===== src/rtl/swcmd_pkg.sv =====
package swcmd_pkg;

  typedef enum logic [1:0] {
    ST_IDLE = 2'd0,
    ST_KEY1 = 2'd1,
    ST_KEY2 = 2'd2
  } seq_state_t;

  // classification of one sampled bus cycle
  typedef struct packed {
    logic cmd;    // qualified command step
    logic other;  // selected cycle that is not a command step
  } cyc_class_t;

  localparam int NUM_CMDS = 3;  // index 0 store, 1 arm, 2 disarm

endpackage


===== src/rtl/swcmd_qualifier.sv =====
module swcmd_qualifier
  import swcmd_pkg::*;
(
  input  logic       cyc_valid,
  input  logic       ce_n,
  input  logic       we_n,
  input  logic       ne_n,
  input  logic       oe_n,
  output cyc_class_t cls
);

  logic selected;

  always_comb begin
    selected  = cyc_valid && !ce_n;
    cls.cmd   = selected && !we_n && !ne_n && oe_n;
    cls.other = selected && !cls.cmd;
  end

endmodule


===== src/rtl/swcmd_matcher.sv =====
module swcmd_matcher #(
  parameter int ADDR_W = 9,
  parameter int DATA_W = 8,
  parameter int NCMD   = 3,
  parameter logic [ADDR_W-1:0] KEY1_ADDR = 9'h155,
  parameter logic [DATA_W-1:0] KEY1_DATA = 8'hAA,
  parameter logic [ADDR_W-1:0] KEY2_ADDR = 9'h0AA,
  parameter logic [DATA_W-1:0] KEY2_DATA = 8'h55,
  parameter logic [ADDR_W-1:0] CMD_ADDR  = 9'h155,
  parameter logic [NCMD*DATA_W-1:0] CMD_CODES = {8'hCD, 8'hCC, 8'h33}
) (
  input  logic [ADDR_W-1:0] addr,
  input  logic [DATA_W-1:0] data,
  output logic              is_key1,
  output logic              is_key2,
  output logic [NCMD-1:0]   cmd_hit
);

  logic cmd_addr_ok;

  always_comb begin
    is_key1     = (addr == KEY1_ADDR) && (data == KEY1_DATA);
    is_key2     = (addr == KEY2_ADDR) && (data == KEY2_DATA);
    cmd_addr_ok = (addr == CMD_ADDR);
  end

  for (genvar g = 0; g < NCMD; g++) begin : g_code
    assign cmd_hit[g] = cmd_addr_ok && (data == CMD_CODES[g*DATA_W +: DATA_W]);
  end

endmodule


===== src/rtl/swcmd_seq.sv =====
module swcmd_seq
  import swcmd_pkg::*;
#(
  parameter int NCMD = 3
) (
  input  logic            clk,
  input  logic            rst,
  input  cyc_class_t      cls,
  input  logic            is_key1,
  input  logic            is_key2,
  input  logic [NCMD-1:0] cmd_hit,
  output logic [NCMD-1:0] pulse
);

  seq_state_t state;
  seq_state_t state_nx;
  logic [NCMD-1:0] pulse_nx;

  always_comb begin
    state_nx = state;
    pulse_nx = '0;
    if (cls.other) begin
      state_nx = ST_IDLE;
    end else if (cls.cmd) begin
      if (state == ST_KEY2 && |cmd_hit) begin
        pulse_nx = cmd_hit;
        state_nx = ST_IDLE;
      end else if (state == ST_KEY1 && is_key2) begin
        state_nx = ST_KEY2;
      end else if (is_key1) begin
        state_nx = ST_KEY1;  // breaking cycle retried as first step
      end else begin
        state_nx = ST_IDLE;
      end
    end
  end

  always_ff @(posedge clk) begin
    if (rst) begin
      state <= ST_IDLE;
      pulse <= '0;
    end else begin
      state <= state_nx;
      pulse <= pulse_nx;
    end
  end

endmodule


===== src/rtl/swcmd_recognizer.sv =====
module swcmd_recognizer
  import swcmd_pkg::*;
#(
  parameter int ADDR_W = 9,
  parameter int DATA_W = 8
) (
  input  logic              clk,
  input  logic              rst,
  input  logic              cyc_valid,
  input  logic              ce_n,
  input  logic              we_n,
  input  logic              ne_n,
  input  logic              oe_n,
  input  logic [ADDR_W-1:0] cyc_addr,
  input  logic [DATA_W-1:0] cyc_data,
  output logic              store_req,
  output logic              arm_req,
  output logic              disarm_req
);

  localparam int NCMD = NUM_CMDS;

  cyc_class_t      cls;
  logic            is_key1;
  logic            is_key2;
  logic [NCMD-1:0] cmd_hit;
  logic [NCMD-1:0] pulse;

  swcmd_qualifier u_qual (
    .cyc_valid (cyc_valid),
    .ce_n      (ce_n),
    .we_n      (we_n),
    .ne_n      (ne_n),
    .oe_n      (oe_n),
    .cls       (cls)
  );

  swcmd_matcher #(
    .ADDR_W (ADDR_W),
    .DATA_W (DATA_W),
    .NCMD   (NCMD)
  ) u_match (
    .addr    (cyc_addr),
    .data    (cyc_data),
    .is_key1 (is_key1),
    .is_key2 (is_key2),
    .cmd_hit (cmd_hit)
  );

  swcmd_seq #(
    .NCMD (NCMD)
  ) u_seq (
    .clk     (clk),
    .rst     (rst),
    .cls     (cls),
    .is_key1 (is_key1),
    .is_key2 (is_key2),
    .cmd_hit (cmd_hit),
    .pulse   (pulse)
  );

  assign store_req  = pulse[0];
  assign arm_req    = pulse[1];
  assign disarm_req = pulse[2];

endmodule


===== config.mk =====
export PLATFORM = sky130hd
export DESIGN_NAME = swcmd_recognizer
export DESIGN_NICKNAME = d
export VERILOG_FILES = /design/src/rtl/swcmd_pkg.sv /design/src/rtl/swcmd_qualifier.sv /design/src/rtl/swcmd_matcher.sv /design/src/rtl/swcmd_seq.sv /design/src/rtl/swcmd_recognizer.sv
export SDC_FILE = /design/constraint.sdc
export NUM_CORES = 1
export LEC_CHECK = 0
export ABC_AREA = 1
export BUFFER_PORTS_ARGS = -buffer_cell sky130_fd_sc_hd__buf_2
export CAP_MARGIN = 20
export CORE_UTILIZATION = 35
export DETAILED_ROUTE_END_ITERATION = 7
export PLACE_DENSITY = 0.66
export SYNTH_ARGS = -nofsm -noshare
export SYNTH_HDL_FRONTEND = slang
export SYNTH_HIERARCHICAL = 1
export SYNTH_SLANG_ARGS = --single-unit

===== constraint.sdc =====
create_clock -name clk -period 2.18 [get_ports clk]
set_input_delay 0.436 -clock clk [delete_from_list [all_inputs] [get_ports clk]]
set_output_delay 0.436 -clock clk [all_outputs]
set_load 0.03 [all_outputs]

## After elaboration in Yosys (flattened, before gate mapping)

Index checks and enable logic that the tools add are counted.

- RAM bits: 0
- Input bits: 24
- Latch bits: 0
- Bits in read-only memories: 0
- Bits in registers: 5
- Memories: 0

- Div/mod/pow operators: 0
- Multipliers: 0
- Bitwise logic cells: 2
- Shift-type cells: 0
- Mux-type cells: 3
- Reduce and logical (&&, ||, !) cells: 19
- Equal/unequal tests: 9
- Add/subtract/negate cells: 0
- Order comparisons: 0

Operators by type and width:

| cell | count |
|---|---|
| == test 8 bit, second input constant | 3 |
| logical AND 1 bit | 12 |
| == test 9 x 8 -> 1 bit, second input constant | 1 |
| == test 9 bit, second input constant | 1 |
| == test 8 x 6 -> 1 bit, second input constant | 1 |
| == test 8 x 7 -> 1 bit, second input constant | 1 |
| zero test 1 bit | 4 |
| 2-to-1 mux 2 bit | 2 |
| OR reduction 4 bit | 1 |
| OR reduction 3 bit | 1 |
| == test 2 x 1 -> 1 bit, second input constant | 1 |
| == test 2 bit, second input constant | 1 |
| inverter 1 bit | 2 |
| OR reduction 2 bit | 1 |
| 2-to-1 mux 1 bit | 1 |

## Logic depth before layout (Yosys ltp)

Gate-level depths: netlist of the first run.

- Word-level depth: 8
- Mapped depth: 10

## By module

Netlist of the first run, hierarchy kept.

By module, submodules not included:

| module | cells each | instances | area an instance (um^2) |
|---|---|---|---|
| swcmd_matcher | 54 | 1 | 220.2 |
| swcmd_seq | 28 | 1 | 205.2 |
| swcmd_qualifier | 9 | 1 | 40.0 |

## Worst setup path before layout of the first run

OpenSTA, ideal clock, no wires.

- Path kind: input to register
- Start: in cyc_addr[1]
- End: reg u_seq.pulse[0]
- Data required time: 2.100 ns
- Slack: 0.971 ns
- Setup time: 0.080 ns
- Stages on the path: 9
- Buffers on the path: 0
- Data arrival time: 1.129 ns
- Cell sequence: inv_1 > nand2_1 > nor2_1 > nand3_2 > nor2_1 > nor2_1 > nand2_1 > nand2_2 > nor3b_1

- Longest elaborated chain between the ends: 6
- Elaborated cells on any way between the ends: 8

RTL lines:

| item | line | text |
|---|---|---|
| start: declaration | swcmd_recognizer.sv:14 | `input logic [ADDR_W-1:0] cyc_addr,` |
| == test 9 bit | swcmd_matcher.sv:24 | `cmd_addr_ok = (addr == CMD_ADDR);` |
| logical AND 1 bit | swcmd_matcher.sv:28 | `assign cmd_hit[g] = cmd_addr_ok && (data == CMD_CODES[g*DATA_W +: DATA_W]);` |
| via cmd_hit[1] | swcmd_recognizer.sv:26 | `logic [NCMD-1:0] cmd_hit;` |
| OR reduction 3 bit | swcmd_seq.sv:25 | `if (state == ST_KEY2 && \|cmd_hit) begin` |
| logical AND 1 bit | swcmd_seq.sv:25 |  |
| inverter 1 bit (no source line) | - |  |
| OR reduction 4 bit (no source line) | - |  |
| end signal: assignment | swcmd_seq.sv:44 | `pulse <= pulse_nx;` |
| end: declaration | swcmd_seq.sv:12 | `output logic [NCMD-1:0] pulse` |

The timed path passes the listed nets, and every way through them passes these cells.
A chain may end at the register's enable or synchronous reset.

## Worst setup path in the final report of the first run

Ends and elaborated chain as after synthesis.

==> impl_metrics.tcl, run 1 <==
set metrics [dict create \
    status "complete, no violations" \
    drt_iter0_markers 12 \
    fp.coreArea_um2 1170 \
    maxCapViolCount 0 \
    cts-resized-gates 0 \
    clockBufferDepth 2 \
    finClkSkew_ns 0.00462 \
    p_leak_nw 0.365 \
    syn_to_final_growth_pct 37.4 \
    place_hpwl_um 906 \
    antenna_found_initial 0 \
    fin_util 0.546 \
    cts.sinks 5 \
    setup_viol 0 \
    grt_max_degree 5 \
    cts_tree "yes" \
    max_stage_delay_ns 0.20 \
    die_w_um 38.5 \
    syn-cell-area_um2 465 \
    cts_root_buffer "clkbuf_4" \
    final_cells 135 \
    dp_cells 131 \
    hold_end "u_seq/state[0]" \
    setup_slack_ns 0.946 \
    gp_congestion 0.792 \
    num_vias 580 \
    cp.required_ns 2.33 \
    start_util 0.397 \
    post_synth_num_cell_types 14 \
    cp_max_fo 4 \
    h-tree-depth 1 \
    path_cells "buf_2, inv_1, nand2_1, nor2_1, nand3_2, nor2_1, nor2_1, nand2_1, nand2_2, nor3b_1" \
    ys_seq_area_frac 0.215 \
    worstReg2RegStart "u_seq/state[1]" \
    ant_nets 0 \
    numCtsBuffers 3 \
    fmax_mhz 811 \
    synthCells 91 \
    period_share 0.566 \
    grt_pass1_wl_mm 1.90 \
    hold_path.class "input pin to register" \
    clk_latency_ns 0.24 \
    crit_type "input pin to register" \
    cpMostUsedCell "nor2_1" \
    routed_via_density 4.30 \
    rows 12 \
    syn_avg_cell_area_um2 5.11 \
    drt-pass1-iter-count 4 \
    drc 0 \
    grt_overflow 0 \
    yosysWarnings 6 \
    r2r-end "u_seq/pulse[0]" \
    post-cts-setup-buffer-count 0 \
    syn_nets 115 \
    worst_slew_pin_slew_ns 0.181 \
    die_h_um 38.5 \
    hp-start "rst" \
    cts_hold_buf 0 \
    n_fill_cell 124 \
    io_pins 27 \
    hold_depth 4 \
    post-route-min-period_ns 1.23 \
    r2r_slack_ns 1.34 \
    grt_util_all_layers 0.183 \
    hold_viol 0 \
    worst_ep_arrival_time_ns 1.39 \
    r2r_cells 4 \
    grt_pass1_vias 525 \
    maxSlewHeadroom 0.879 \
    die_area_um2 1480 \
    nets 146 \
    slew_viol_final 0 \
    clkSlewWorstSetupHoldPaths_ns 0.04 \
    start_kind "input pin" \
    ir_drop_uv 215 \
    rsz0062_at_grt "false" \
    cellPowerDensity_nw_per_um2 390 \
    fin_setup_tns_ns 0 \
    layout-drive-gt1-share 0.306 \
    port_buffers 26 \
    synth-seq-cells 5 \
    end_kind "register" \
    avgRoutedWirePerCell_um 7.67 \
    diodes 0 \
    crit_path_top_delay_cell "nor3b_1" \
    post-place-ws_ns 0.722 \
    routed_wl_mm 1.04 \
]
## registers in the layout, indices dropped and copies added, names as in the netlist
register and flops:
u_seq/pulse 3, u_seq/state 2
## logic make-up (layout without fill, tap and decap cells)
group           after synthesis  after routing  synth area share
flops                         5              5             0.215
buf+inv                      22             52             0.177
compound gates                2              2            0.0215
simple gates                 62             62             0.586
## layout by cell type (no fill, tap or decap), types with 2 or more instances in the layout
master | netlist | routed
dfxtp_1 | 5 | 5
nor2_2 | 5 | 5
nor3b_1 | 2 | 2
nand3_1 | 2 | 2
clkbuf_4 | 0 | 3
inv_1 | 21 | 21
nand2_1 | 25 | 25
buf_2 | 0 | 26
nand4_1 | 3 | 3
nor2_1 | 22 | 22
## layer usage
layer	wire length [um]	track usage	part of all wire
met5	0	0	0
met4	0	0.0517	0
met3	35	0.0523	0.034
met2	490	0.331	0.47
met1	509	0.206	0.49
## Yosys cell counts, drive strengths merged
library cell,number,area share
a21oi,1,0.011
dfxtp,5,0.22
nor3,1,0.011
o21ai,1,0.011
inv,22,0.18
nor2,27,0.24
nand2,26,0.22
nor3b,2,0.032
nand3,3,0.043
nand4,3,0.040
## critical path, delay by kind of cell
family,cells,cell delay [ns]
simple gates,8,0.81
buf+inv,2,0.15
## per-stage QoR
stage | cell area (um^2) | total power [mW] | hold WS [ns]
6_report | 639 | 0.250 | 0.439
5_1_grt | 639 | 0.270 | 0.451
4_1_cts | 639 | 0.255 | 0.433
3_5_place_dp | 613 | 0.147 | 0.495
3_3_place_gp | 613 | 0.146 | 0.480
2_1_floorplan | 465 | 0.118 | 0.463
## power by group
group	leakage (nW)	internal [mW]	switching, mW
registers	0.0403	0.0921	0.000206
logic	0.310	0.0247	0.0287
clock network	0.0150	0.0690	0.0349
## how the worst max path moves through the flow
stage	startpoint	end	slack, ns	cells past startpoint
2_1_floorplan	cyc_addr[1]	u_seq/pulse[0]	0.97	9
3_3_place_gp	cyc_addr[1]	u_seq/pulse[1]	0.76	10
3_5_place_dp	cyc_addr[1]	u_seq/pulse[1]	0.72	10
4_1_cts	cyc_addr[1]	u_seq/pulse[1]	0.96	10
5_1_grt	cyc_addr[1]	u_seq/pulse[0]	0.84	10
6_report	cyc_addr[1]	u_seq/pulse[0]	0.95	10
## layout make-up
| cell class | count | area [um^2] | area share |
|---|---|---|---|
| sequential | 5 | 100 | 0.157 |
| multi-input combinational | 64 | 283 | 0.442 |
| tap | 14 | 17.5 | 0.0274 |
| clock buffer | 4 | 26.3 | 0.0411 |
| timing repair buffer | 26 | 130 | 0.204 |
| inverter | 22 | 82.6 | 0.129 |
Note: power is estimated with default switching activity, not from simulation.
==> run 2, diff against run 1 <==
Settings changed: PLACE_DENSITY 0.66 to 0.69.
Clock period 2.18 ns to 1 ns, I/O delays scaled along.
==> run 2 against run 1 <==
Effect of this change:
- sequential share of layout area fell by 2.2 points
- critical path depth fell by 2
- clock-buffer cell count did not move
- flip-flop and latch count did not move
- worst hold slack got worse by 0.13 ns
==> impl_metrics.tcl, run 2 (same netlist as run 1, synthesis figures left out) <==
set metrics [dict create \
    setup_slack_ns 0.0373 \
    numCtsBuffers 3 \
    cp.depth 8 \
    syn_to_final_growth_pct 59.9 \
    maxCapViolCount 0 \
    die_w_um 38.5 \
    fin_setup_tns_ns 0 \
    cts_root_buffer "clkbuf_4" \
    routed_via_density 4.30 \
    maxSlewHeadroom 0.891 \
    power_uw 580 \
    rows 12 \
    final_common_cell "buf_2" \
    placed_area_um2 636 \
    start_kind "input pin" \
    cp.required_ns 1.15 \
    finClkSkew_ns 0.00103 \
    cpMostUsedCell "nor2_2" \
    cp_max_fo 4 \
    clockBufferDepth 2 \
    critPathLaunch "cyc_data[5]" \
    grt_pass1_vias 512 \
    gp_congestion 0.748 \
    grt_overflow 0 \
    r2r-end "u_seq/pulse[1]" \
    layout-drive-gt1-share 0.484 \
    worst_ep_arrival_time_ns 1.11 \
    antenna_found_initial 0 \
    drt_iter0_markers 10 \
    multi_input_area_um2 325 \
    cellPowerDensity_nw_per_um2 779 \
    dp_cells 134 \
    clkSlewWorstSetupHoldPaths_ns 0.04 \
    drt-pass1-iter-count 4 \
    fp.coreArea_um2 1170 \
    post-place-ws_ns -0.274 \
    num_vias 602 \
    top_regs "u_seq/pulse: 3 flops, u_seq/state: 2 flops" \
    top_register "u_seq/pulse" \
    design_area_um2 744 \
    crit_buf_inv 1 \
    die_area_um2 1480 \
    drc 0 \
    nets 151 \
    area.sequential_um2 100 \
    slew_viol_final 0 \
    layout_common_cells "buf_2 (22), nand2_1 (21), nor2_1 (15), inv_1 (15), nor2_2 (11)" \
    io_pins 27 \
    final_cells 140 \
    period_share 0.963 \
    crit_path_end "u_seq/pulse[1]" \
    path_cells "buf_2, nor2_2, nand4_1, nor2_2, nor2_1, nand2_1, nand2_2, nor3b_2" \
    crit_path_top_delay_cell "nor3b_2" \
    diodes 0 \
    die_h_um 38.5 \
    fin_util 0.636 \
    post-route-min-period_ns 0.963 \
    grt_pass1_wl_mm 1.84 \
    cts_tree "yes" \
    avgRoutedWirePerCell_um 7.63 \
    max_stage_delay_ns 0.21 \
    fmax_mhz 1040 \
    setup_viol 0 \
    rsz0062_at_grt "true" \
    place_hpwl_um 854 \
    port_buffers 26 \
    r2r_slack_ns 0.09 \
    ir_drop_uv 390 \
    h-tree-depth 1 \
    end_kind "register" \
    hold_viol 0 \
    ant_nets 0 \
    n_fill_cell 126 \
    p_leak_nw 0.391 \
    routed_wl_mm 1.07 \
    hold-worst-slack_ns 0.306 \
    grt_max_degree 5 \
    worstReg2RegStart "u_seq/state[1]" \
    worst_slew_pin_slew_ns 0.163 \
    largest_reg_flops 3 \
    hold_path.class "input pin to register" \
    clk_latency_ns 0.23 \
    hp-start "rst" \
    grt_util_all_layers 0.172 \
    path_delay_family "simple AND/OR/NAND/NOR gates" \
    status "complete, no violations" \
    cts.sinks 5 \
    r2r_cells 4 \
    start_util 0.397 \
    crit_type "input pin to register" \
]
## run 2: cell count changes in the layout (fill, tap and decap cells not counted), sizes merged
cell	change
buf	+5
## run 2: layout make-up
type                       instances  share of cell area
multi-input combinational         64               0.437
sequential                         5               0.134
inverter                          22               0.111
tap                               14              0.0235
timing repair buffer              31               0.259
clock buffer                       4              0.0353
## run 2: per-layer routing
| metal | track usage | share of wire | routed length, um |
|---|---|---|---|
| met5 | 0 | 0 | 0 |
| met4 | 0.0259 | 0 | 0 |
| met3 | 0.0174 | 0.037 | 40 |
| met2 | 0.318 | 0.50 | 535 |
| met1 | 0.216 | 0.46 | 492 |
## run 2: worst min path at each step
stage | end | slack (ns) | cells after the start
2_1_floorplan | u_seq/state[0] | 0.34 | 3
3_5_place_dp | u_seq/state[0] | 0.49 | 2
5_1_grt | u_seq/pulse[0] | 0.32 | 4
4_1_cts | u_seq/pulse[0] | 0.30 | 4
6_report | u_seq/pulse[0] | 0.31 | 4
3_3_place_gp | u_seq/state[0] | 0.49 | 2
## run 2: power breakdown
group / internal, mW / switching (mW)
Sequential: 0.201 / 0.000669
Combinational: 0.0772 / 0.0741
Clock: 0.150 / 0.0769
## run 2: worst reg2reg max path, delay by kind of cell (launching register included)
kind | cells | cell delay, ns
flip-flops | 1 | 0.37
buffers and inverters | 1 | 0.07
AND/OR/NAND/NOR | 3 | 0.39
## run 2: repair_timing
item	in CTS	in global routing
setup buffers	0	2
endpoints found under the setup margin	1	4
pin swaps	0	9
gates resized for setup	1	25
gates cloned	0	0
hold buffers	0	0
==> run 3, diff against run 2 <==
Settings changed: ABC_AREA 1 to 0, CORE_AREA set to 2 2 39 41, CORE_UTILIZATION 35 to not set, DIE_AREA set to 0 0 41 43, PLACE_DENSITY 0.69 to not set.
==> run 3 against run 2 <==
Effect of this change:
- the flow now finishes with violations (setup timing)
- worst setup slack got worse by 0.21 ns
- utilization decreased by 9.9 points
- first-iteration DRC count increased by 10%
- largest power group unchanged
==> impl_metrics.tcl, run 3 <==
set metrics [dict create \
    ant_nets 0 \
    place_hpwl_um 810 \
    numCtsBuffers 3 \
    violations "setup timing" \
    cellPowerDensity_nw_per_um2 779 \
    ys_top_cells_by_count "dfxtp_1 (5), and4bb_2 (4), nand3b_1 (4), nor2_1 (4), nor3_2 (4)" \
    cpMostUsedCell "nor3_2" \
    drt_iter0_markers 11 \
    yosysMostFrequentCell "dfxtp_1" \
    syn_avg_cell_area_um2 9.21 \
    setup_slack_ns -0.171 \
    post-route-min-period_ns 1.17 \
    fin_util 0.537 \
    end_kind "register" \
    clkSlewWorstSetupHoldPaths_ns 0.05 \
    ir_drop_uv 348 \
    drt-pass1-iter-count 4 \
    hold_viol 0 \
    routed_wl_mm 1.18 \
    drc 0 \
    routed_via_density 4.81 \
    syn-cell-area_um2 405 \
    grt_util_all_layers 0.149 \
    yosysWarnings 6 \
    top_regs "u_seq/pulse: 3 flops, u_seq/state: 2 flops" \
    crit_type "input pin to register" \
    finClkSkew_ns 0.00384 \
    cts_root_buffer "clkbuf_4" \
    cp.required_ns 1.19 \
    fp.coreArea_um2 1380 \
    cts.sinks 5 \
    grt_max_degree 7 \
    maxSlewHeadroom 0.857 \
    critPathLaunch "cyc_data[6]" \
    io_pins 27 \
    clockBufferDepth 2 \
    avgRoutedWirePerCell_um 11.5 \
    rsz0062_at_grt "true" \
    synth-seq-cells 5 \
    cp_max_fo 4 \
    syn_nets 68 \
    worst_slew_pin_slew_ns 0.213 \
    setup_viol 5 \
    num_vias 491 \
    h-tree-depth 1 \
    fmax_mhz 854 \
    synthCells 44 \
    yosys-top-cells-area "dfxtp_1 (25%), and4bb_2 (12%), nor3_2 (9.9%)" \
    synth_edf_count 0 \
    grt_pass1_vias 467 \
    period_share 1.17 \
    crit_path_top_delay_cell "and4bb_2" \
    diodes 0 \
    n_fill_cell 129 \
    layout_common_cells "buf_2 (21), buf_4 (11), buf_6 (6), dfxtp_1 (5)" \
    post-place-ws_ns -0.423 \
    status "finished with violations" \
    clk_latency_ns 0.25 \
    top_register "u_seq/pulse" \
    final_common_cell "buf_2" \
    worstReg2RegStart "u_seq/state[1]" \
    power_uw 579 \
    p_leak_nw 0.337 \
    ys.flop_type "dfxtp_1" \
    cts_tree "yes" \
    start_util 0.293 \
    maxCapViolCount 0 \
    start_kind "input pin" \
    nets 111 \
    hold_path.class "input pin to register" \
    netlist.area_leader.share 0.247 \
    grt_overflow 0 \
    async_flop_share 0 \
    layout-drive-gt1-share 0.674 \
    slew_viol_final 0 \
    synth_top_area_cell "dfxtp_1" \
    max_stage_delay_ns 0.28 \
    syn_to_final_growth_pct 83.3 \
    hp-start "rst" \
    port_buffers 26 \
    die_area_um2 1760 \
    largest_reg_flops 3 \
    gp_congestion 0.670 \
    rows 14 \
    ys_seq_area_frac 0.247 \
    cts_hold_buf 0 \
    antenna_found_initial 0 \
    die_w_um 41 \
    die_h_um 43 \
    grt_pass1_wl_mm 1.81 \
    worst_ep_arrival_time_ns 1.36 \
    post_synth_num_cell_types 21 \
    path_cells "buf_6, and4bb_2, nand2_2, nor3b_4, nor3_2, nor3_2, and4_1" \
]
==> run 3: changes by cell type after synthesis, sizes merged, moves of 3 or more <==
cell,before,now
nand3b,0,4
nand2,26,3
inv,22,1
nor2,27,4
and4bb,0,4
and4,0,3
nor3,1,4
==> run 3: power by group <==
| part | switching (mW) | internal (mW) |
|---|---|---|
| Clock | 0.0991 | 0.152 |
| Sequential | 0.0000000176 | 0.200 |
| Combinational | 0.0444 | 0.0836 |
==> run 3: worst paths after layout <==
check / to / slack [ns] / cells past startpoint
max: u_seq/pulse[1] / -0.17 / 7
min: u_seq/state[1] / 0.37 / 4
max reg2reg: u_seq/pulse[1] / 0.10 / 3
min reg2reg: u_seq/state[0] / 0.53 / 2
==> run 3: per-layer routing <==
layer | track usage | share of wire | vias up
li1 | - | - | 250
met1 | 0.156 | 0.38 | 224
met2 | 0.266 | 0.56 | 15
met3 | 0.0314 | 0.044 | 2
met4 | 0.0600 | 0.014 | 0
met5 | 0 | 0 | -
==> run 3: metrics by stage <==
step | setup TNS [ns] | std cells | cell area, um^2 | hold slack (ns)
after global placement | -1.65 | 91 | 601 | 0.525
after CTS | -0.352 | 100 | 722 | 0.364
after floorplan | -0.737 | 44 | 413 | 0.419
after global routing | -1.07 | 102 | 743 | 0.403
final | -0.652 | 102 | 743 | 0.367
after detailed placement | -1.93 | 91 | 601 | 0.528
==> run 3: logic make-up (layout without fill, tap and decap cells) <==
family,count (synthesis),after routing,share of synthesized area
and+or+nand+nor,36,36,0.707
buffers and inverters,1,43,0.00925
AOI/OAI and AO/OA,1,1,0.0123
DFF,5,5,0.247
muxes,1,1,0.0247
==> run 3: final cells by class <==
type	count	area, um^2	share of cell area
Clock buffer	4	26.3	0.0354
Timing Repair Buffer	38	255	0.343
Sequential cell	5	100	0.135
Multi-Input combinational cell	38	338	0.455
Inverter	1	3.75	0.00505
Tap cell	16	20.0	0.0269
==> run 3: worst max-delay path: cells and delay by family <==
family	cells	cell delay, ns
simple gates	6	1.06
buf+inv	1	0.09
==> run 3: what timing repair did <==
item | in CTS | in global routing
pin swaps | 4 | 3
setup buffers | 5 | 2
gates resized for setup | 11 | 1
endpoints found under the setup margin | 5 | 5
